File: src/rtl/mpu_guard_pkg.sv
// Shared types and the permission table for the memory protection checker.
// Assumes: permission code encoding as listed in the brief.
package mpu_guard_pkg;

    typedef enum logic [2:0] {
        SEL_TYPE = 3'd0,
        SEL_CTRL = 3'd1,
        SEL_RNUM = 3'd2,
        SEL_BASE = 3'd3,
        SEL_ATTR = 3'd4
    } reg_sel_e;

    // Smallest SIZE code that gives a usable (32-byte) region
    localparam logic [4:0] MIN_SIZE_CODE = 5'd4;

    typedef struct packed {
        logic [26:0] base;
        logic        xn;
        logic [2:0]  ap;
        logic [7:0]  srd;
        logic [4:0]  size;
        logic        en;
    } region_t;

    // Returns {may_read, may_write} for a permission code and privilege level
    function automatic logic [1:0] ap_rights(input logic [2:0] ap, input logic priv);
        logic [1:0] r;
        case (ap)
            3'b001:         r = priv ? 2'b11 : 2'b00;
            3'b010:         r = priv ? 2'b11 : 2'b10;
            3'b011:         r = 2'b11;
            3'b101:         r = priv ? 2'b10 : 2'b00;
            3'b110, 3'b111: r = 2'b10;
            default:        r = 2'b00;
        endcase
        return r;
    endfunction

endpackage

File: src/rtl/mpu_region_slot.sv
// One protection region: holds its programmed fields and reports whether the
// current access address falls in an enabled slice of it.
// Assumes: field writes come from the top decode, at most one kind per cycle.
module mpu_region_slot
    import mpu_guard_pkg::*;
(
    input  logic        clk,
    input  logic        rst_n,
    input  logic        base_we,
    input  logic        attr_we,
    input  logic [26:0] base_d,
    input  logic        xn_d,
    input  logic [2:0]  ap_d,
    input  logic [7:0]  srd_d,
    input  logic [4:0]  size_d,
    input  logic        en_d,
    input  logic [31:0] addr,
    output region_t     region_q,
    output logic        hit
);

    logic [5:0]  exp_w;
    logic [31:0] low_mask;
    logic [2:0]  sub_idx;
    logic        in_block;

    // Register storage: base and attribute fields, cleared on reset
    always_ff @(posedge clk) begin
        if (!rst_n) begin
            region_q <= '0;
        end else begin
            if (base_we) region_q.base <= base_d;
            if (attr_we) begin
                region_q.xn   <= xn_d;
                region_q.ap   <= ap_d;
                region_q.srd  <= srd_d;
                region_q.size <= size_d;
                region_q.en   <= en_d;
            end
        end
    end

    // Match: upper address bits against base, then slice-disable lookup
    always_comb begin
        exp_w    = {1'b0, region_q.size} + 6'd1;
        low_mask = (32'd1 << exp_w) - 32'd1;
        in_block = ((addr ^ {region_q.base, 5'b0}) & ~low_mask) == 32'd0;
        sub_idx  = 3'(addr >> (region_q.size - 5'd2));
        hit      = region_q.en && (region_q.size >= MIN_SIZE_CODE)
                   && in_block && !region_q.srd[sub_idx];
    end

endmodule

File: src/rtl/mpu_hit_select.sv
// Picks the highest-numbered matching region and forwards its permission
// code and execute-never flag.
// Assumes: hits are already qualified by enable, size and slice mask.
module mpu_hit_select #(
    parameter int NUM_REGIONS = 8
) (
    input  logic [NUM_REGIONS-1:0]      hits,
    input  logic [NUM_REGIONS-1:0][2:0] ap_vec,
    input  logic [NUM_REGIONS-1:0]      xn_vec,
    output logic                        win_hit,
    output logic [2:0]                  win_ap,
    output logic                        win_xn
);

    // Ascending scan so a later (higher) index overrides earlier matches
    always_comb begin
        win_hit = 1'b0;
        win_ap  = 3'b000;
        win_xn  = 1'b0;
        for (int i = 0; i < NUM_REGIONS; i++) begin
            if (hits[i]) begin
                win_hit = 1'b1;
                win_ap  = ap_vec[i];
                win_xn  = xn_vec[i];
            end
        end
    end

endmodule

File: src/rtl/mpu_access_judge.sv
// Final permit/fault decision from control bits, access flags and the
// winning region.
// Assumes: a fetch is treated as a read; the write flag is then unused.
module mpu_access_judge
    import mpu_guard_pkg::*;
(
    input  logic [2:0] ctrl,
    input  logic       in_handler,
    input  logic       priv,
    input  logic       write,
    input  logic       fetch,
    input  logic       win_hit,
    input  logic [2:0] win_ap,
    input  logic       win_xn,
    output logic       permit
);

    logic       bypass;
    logic [1:0] rights;

    // Decision: bypass, background fallback, or region rights
    always_comb begin
        bypass = !ctrl[0] || (in_handler && !ctrl[1]);
        rights = ap_rights(win_ap, priv);
        if (bypass)        permit = 1'b1;
        else if (!win_hit) permit = priv && ctrl[2];
        else if (fetch)    permit = rights[1] && !win_xn;
        else if (write)    permit = rights[0];
        else               permit = rights[1];
    end

endmodule

File: src/rtl/mpu_region_guard.sv
// Top of the memory protection checker: register decode and readback,
// a bank of region slots, priority selection and the access decision.
// Assumes: NUM_REGIONS between 2 and 16; one register access per cycle.
module mpu_region_guard
    import mpu_guard_pkg::*;
#(
    parameter int NUM_REGIONS = 8
) (
    input  logic        clk,
    input  logic        rst_n,
    input  logic [2:0]  reg_sel,
    input  logic        reg_wr,
    input  logic [31:0] reg_wdata,
    output logic [31:0] reg_rdata,
    input  logic [31:0] acc_addr,
    input  logic        acc_write,
    input  logic        acc_fetch,
    input  logic        acc_priv,
    input  logic        acc_in_handler,
    output logic        acc_permit
);

    localparam int         IDX_W = $clog2(NUM_REGIONS);
    localparam logic [7:0] N8    = 8'(NUM_REGIONS);

    logic [2:0] ctrl_q;
    logic [7:0] rnum_q;
    logic       base_wr, attr_wr;
    logic [7:0] base_tgt;
    region_t    regions_q [NUM_REGIONS];
    region_t    sel_region;
    logic [NUM_REGIONS-1:0]      hits;
    logic [NUM_REGIONS-1:0][2:0] ap_vec;
    logic [NUM_REGIONS-1:0]      xn_vec;
    logic       win_hit, win_xn;
    logic [2:0] win_ap;

    // Write decode: base target comes from the write itself when flagged valid
    always_comb begin
        base_wr  = reg_wr && (reg_sel == SEL_BASE);
        attr_wr  = reg_wr && (reg_sel == SEL_ATTR);
        base_tgt = reg_wdata[4] ? {4'b0, reg_wdata[3:0]} : rnum_q;
    end

    // Control and region number registers
    always_ff @(posedge clk) begin
        if (!rst_n) begin
            ctrl_q <= 3'b000;
            rnum_q <= 8'd0;
        end else begin
            if (reg_wr && reg_sel == SEL_CTRL) ctrl_q <= reg_wdata[2:0];
            if (reg_wr && reg_sel == SEL_RNUM) rnum_q <= reg_wdata[7:0];
            else if (base_wr && reg_wdata[4])  rnum_q <= {4'b0, reg_wdata[3:0]};
        end
    end

    generate
        for (genvar g = 0; g < NUM_REGIONS; g++) begin : g_slot
            mpu_region_slot u_slot (
                .clk      (clk),
                .rst_n    (rst_n),
                .base_we  (base_wr && base_tgt == 8'(g)),
                .attr_we  (attr_wr && rnum_q == 8'(g)),
                .base_d   (reg_wdata[31:5]),
                .xn_d     (reg_wdata[28]),
                .ap_d     (reg_wdata[26:24]),
                .srd_d    (reg_wdata[15:8]),
                .size_d   (reg_wdata[5:1]),
                .en_d     (reg_wdata[0]),
                .addr     (acc_addr),
                .region_q (regions_q[g]),
                .hit      (hits[g])
            );
            assign ap_vec[g] = regions_q[g].ap;
            assign xn_vec[g] = regions_q[g].xn;
        end
    endgenerate

    mpu_hit_select #(.NUM_REGIONS(NUM_REGIONS)) u_select (
        .hits    (hits),
        .ap_vec  (ap_vec),
        .xn_vec  (xn_vec),
        .win_hit (win_hit),
        .win_ap  (win_ap),
        .win_xn  (win_xn)
    );

    mpu_access_judge u_judge (
        .ctrl       (ctrl_q),
        .in_handler (acc_in_handler),
        .priv       (acc_priv),
        .write      (acc_write),
        .fetch      (acc_fetch),
        .win_hit    (win_hit),
        .win_ap     (win_ap),
        .win_xn     (win_xn),
        .permit     (acc_permit)
    );

    // Readback: region registers follow the region number; none beyond the count
    always_comb begin
        sel_region = (rnum_q < N8) ? regions_q[rnum_q[IDX_W-1:0]] : '0;
        case (reg_sel)
            SEL_TYPE: reg_rdata = {16'b0, N8, 8'b0};
            SEL_CTRL: reg_rdata = {29'b0, ctrl_q};
            SEL_RNUM: reg_rdata = {24'b0, rnum_q};
            SEL_BASE: reg_rdata = {sel_region.base, 1'b0, rnum_q[3:0]};
            SEL_ATTR: reg_rdata = {3'b0, sel_region.xn, 1'b0, sel_region.ap, 8'b0,
                                   sel_region.srd, 2'b0, sel_region.size, sel_region.en};
            default:  reg_rdata = 32'd0;
        endcase
    end

endmodule

File: config.mk
export PLATFORM = sky130hd
export DESIGN_NAME = mpu_region_guard
export DESIGN_NICKNAME = d
export VERILOG_FILES = /design/src/rtl/mpu_guard_pkg.sv /design/src/rtl/mpu_region_slot.sv /design/src/rtl/mpu_hit_select.sv /design/src/rtl/mpu_access_judge.sv /design/src/rtl/mpu_region_guard.sv
export SDC_FILE = /design/constraint.sdc
export NUM_CORES = 2
export LEC_CHECK = 0
export ABC_AREA = 0
export BUFFER_PORTS_ARGS = -buffer_cell sky130_fd_sc_hd__buf_2
export CAP_MARGIN = 10
export CELL_PAD_IN_SITES_DETAIL_PLACEMENT = 2
export CELL_PAD_IN_SITES_GLOBAL_PLACEMENT = 2
export CORE_UTILIZATION = 40
export DETAILED_ROUTE_END_ITERATION = 16
export GPL_TIMING_DRIVEN = 1
export PLACE_DENSITY_LB_ADDON = 0.15
export SYNTH_ARGS = -nofsm -noshare
export SYNTH_HDL_FRONTEND = slang
export SYNTH_SLANG_ARGS = --single-unit
File: constraint.sdc
create_clock -name clk -period 5.7 [get_ports clk]
set_input_delay 0 -clock clk [delete_from_list [all_inputs] [get_ports clk]]
set_output_delay 0 -clock clk [all_outputs]
set_load 0.02 [all_outputs]
==> results.py <==
metrics = {
    "timing": {
        "setup_tns_ns": -0.0898,
        "maxSlewViolCount": 0,
        "post-route-min-period_ns": 5.79,
        "clock.fmax_ghz": 0.173,
        "setup_slack_ns": -0.0898,
        "holdWs_ns": 0.0397,
        "hold_viol_final": 0,
        "rsz0062_at_grt": "yes",
        "max_slew.worst_pin.slew_ns": 1.28,
        "setup_viol": 1,
        "slew_headroom_pct": 14.3,
        "fin_worst_skew_ns": 0.0281,
        "finalCritPeriodShare_pct": 102,
    },
    "finish": {
        "fin_cells": 5913,
        "area.growth.synth_to_final_pct": 11.6,
        "drive_above_1_share_pct": 18.9,
        "final_nets": 4713,
    },
    "placed_design": {
        "dp_hpwl_um": 159000,
        "portBuffers": 106,
        "globalplace.congestion": 0.982,
        "dp.cells": 5758,
        "pre_cts_slack_ns": 0.0242,
    },
    "detailed_routing": {
        "first_pass_iters": 5,
        "postRouteAntennaNets": 0,
        "drt_iter0_drc": 5165,
        "route.vias.total": 42000,
        "route.detailed.drc": 0,
        "viasPerCell": 7.11,
        "wire_per_inst_um": 37.8,
        "wirelength_um": 224000,
    },
    "cts": {
        "htree_levels": 2,
        "insertion_delay_ns": 0.63,
        "clk_pin_slew_ns": 0.06,
        "cts_tree": "built",
        "cts_buffers": 46,
        "root_buffer": "clkbuf_16",
        "cts_sinks": 371,
        "clock_path_buffers": 3,
    },
    "floorplanning": {
        "ioPinCount": 107,
        "num_rows": 113,
        "die_h_um": 313,
        "die-area_mm2": 0.0980,
        "die_w_um": 313,
        "initial_core_util_pct": 40.6,
        "core_area_mm2": 0.0954,
    },
    "worst_setup_path": {
        "cpMostUsedCell": "buf_6",
        "cp_slowest_stage_delay_ns": 0.52,
        "cp_top_family": "simple AND/OR/NAND/NOR gates",
        "cp_num_buf_inv": 3,
        "worst_ep_arrival_time_ns": 5.79,
        "critPathLaunchType": "flop",
        "end_kind": "primary output",
        "crit_slowest_cell": "or4_4",
        "worst-setup-path-type": "flop to primary output",
        "required_ns": 5.70,
        "path_cells": "buf_6, and4_4, mux2i_4, nand3_2, ha_4, nand2_2, o311ai_1, a31oi_1, o221ai_1, nor4_1, nand4_1, or4_4, nor4_4, nand4_4, buf_6, or3b_1, a31o_1, a311o_1, a21o_1, a31o_1, buf_6",
        "cp_max_fo": 5,
    },
    "synth": {
        "synth_area_per_cell_um2": 8.31,
        "synthAdderAreaFrac_pct": 1.18,
        "netlist_area_mm2": 0.0387,
        "synth-compound-area-share_pct": 19.8,
        "syn_nets": 4765,
        "ys_warn_count": 0,
        "synth_edf_count": 0,
        "ys_seq_area_share_pct": 19.2,
        "synthMuxAreaShare_pct": 23.8,
        "synth_simple_gate_area_share_pct": 22.7,
        "synth_top_family_by_area": "multiplexers",
        "async_reset_ff_share_pct": 0,
        "synth_xor_area_share_pct": 7.09,
        "synthCells": 4657,
        "ys_seq_elements": 371,
        "synth_ff_type": "dfxtp_1",
        "synth_cell_types": 117,
    },
    "global_routing": {
        "overflow": 0,
        "use_met2_pct": 66.0,
        "busiest_layer": "met2",
        "grt_first_pass_wirelength_um": 317000,
        "grt_pass1_vias": 43100,
        "grt.total_usage_pct": 44.1,
        "grt_use_met3_pct": 12.4,
        "grt_start_max_net_pins": 270,
        "antenna_found_initial": 22,
        "met1_usage_pct": 54.7,
    },
    "hold_path": {
        "hold_class": "input pin to flop",
    },
    "run_status": {
        "status": "complete, but fails checks",
        "failed_checks": "setup timing",
    },
    "power_and_ir_drop": {
        "max-vdd-ir-drop_v": 0.000223,
        "p_leak_nw": 14.7,
        "power.density_mw_per_mm2": 165,
    },
    "flow_run": {
        "drv_cap": 0,
    },
}
## power by group
group / internal [mW] / switching, mW / leakage (nW) / total, mW
Combinational: 0.366 / 0.779 / 10.9 / 1.15
Clock: 1.97 / 1.41 / 0.803 / 3.37
Sequential: 2.60 / 0.0247 / 3.00 / 2.62
Total: 4.93 / 2.21 / 14.7 / 7.14
## state kept, by name, summed over array words and instances, names as in the netlist
name and flops:
g_slot.u_slot.region_q 360, rnum_q 8, ctrl_q 3
## final timing paths
| check | slack, ns | to | depth (start not counted) | start |
|---|---|---|---|---|
| setup / recovery | -0.09 | acc_permit | 21 | g_slot[4].u_slot.region_q[3] |
| hold / removal | 0.04 | g_slot[3].u_slot.region_q[14] | 3 | reg_wdata[24] |
| setup reg to reg | 1.70 | g_slot[0].u_slot.region_q[17] | 8 | rnum_q[2] |
| hold reg to reg | 0.48 | g_slot[2].u_slot.region_q[17] | 2 | g_slot[2].u_slot.region_q[17] |
## layout make-up
| type | count | area (um2) |
|---|---|---|
| Antenna cell | 9 | 22.5 |
| Sequential cell | 371 | 7470 |
| Clock inverter | 19 | 307 |
| Timing Repair Buffer | 383 | 2840 |
| Tap cell | 1265 | 1580 |
| Inverter | 75 | 290 |
| Fill cell | 10600 | 52300 |
| Multi-Input combinational cell | 3728 | 29300 |
| Clock buffer | 63 | 1340 |
## layer usage
metal	part of all wire, %	up-vias
met5	0.11	-
met4	8.4	28
met3	11	892
met2	43	2714
met1	38	21300
li1	-	17100
## cell usage in the layout, fill, tap and decap left out, types with 105 or more instances in the layout
cell type and n:
a21oi_1 171, a21boi_0 161, nor2b_1 278, mux4_2 238, nand3_1 123, dfxtp_1 349
mux2i_1 353, o21ai_0 137, buf_4 229, nor3_1 105, xnor2_1 162, nand2_1 563
xor2_1 142, nor2_1 189
## Yosys cell counts (19+ instances only)
library cell / n / share of area (%)
nand3b_1: 29 / 0.56
o221ai_1: 23 / 0.52
a21boi_0: 161 / 3.1
xnor2_1: 163 / 3.7
a31oi_1: 46 / 0.74
nand2b_1: 78 / 1.3
a21oi_1: 174 / 2.2
nor2_1: 196 / 1.9
and2_1: 47 / 0.76
clkbuf_1: 296 / 2.9
o22ai_1: 42 / 0.68
nand2_1: 566 / 5.5
a211oi_1: 63 / 1.2
a32oi_1: 22 / 0.50
nor3_1: 108 / 1.4
buf_1: 56 / 0.54
buf_4: 28 / 0.54
o21ai_0: 138 / 1.8
o31ai_1: 24 / 0.47
mux4_2: 238 / 14
buf_2: 89 / 1.2
ha_1: 34 / 1.1
inv_1: 64 / 0.62
and3_1: 25 / 0.40
nand4_1: 47 / 0.76
nor2b_1: 280 / 4.5
xor2_1: 143 / 3.2
mux2i_1: 358 / 9.3
mux2_2: 20 / 0.58
nor4_1: 37 / 0.60
nand3_1: 124 / 1.6
dfxtp_1: 371 / 19
nor3b_1: 19 / 0.37
a221oi_1: 28 / 0.63
o211ai_1: 41 / 0.80
or2_2: 21 / 0.34
## tightest hold or removal path: cells and delay by family
| kind | cells | cell delay (ns) |
|---|---|---|
| buf+inv | 1 | 0.37 |
| simple gates | 1 | 0.14 |
| compound gates | 1 | 0.07 |
## per-stage QoR
step                      power [mW]  cell area [um2]  utilization [%]
after floorplan                 3.25            38700                -
after global placement          3.70            40400             42.4
after detailed placement        3.72            40400             42.4
after CTS                       7.06            42800             44.9
after global routing            7.21            43200             45.2
final                           7.14            43200             45.2
## cell families (layout without fill, tap and decap cells)
logic type / Yosys count / in the layout
XOR/XNOR: 310 / 310
other: 0 / 9
buffers and inverters: 558 / 540
AO/OA/AOI/OAI: 1073 / 1073
adder cells (fa/ha/maj): 37 / 37
AND/OR/NAND/NOR: 1690 / 1690
flip-flops: 371 / 371
multiplexers: 618 / 618
## repair_timing
action | 4_1_cts | 5_1_grt
setup buffers | 12 | 16
endpoints found under the hold margin | 241 | 0
hold buffers | 34 | 0
pin swaps | 11 | 18
resized for setup | 75 | 29
cloned | 0 | 2
setup endpoints to repair | 1 | 1
Note: power is estimated with default switching activity, not from simulation.
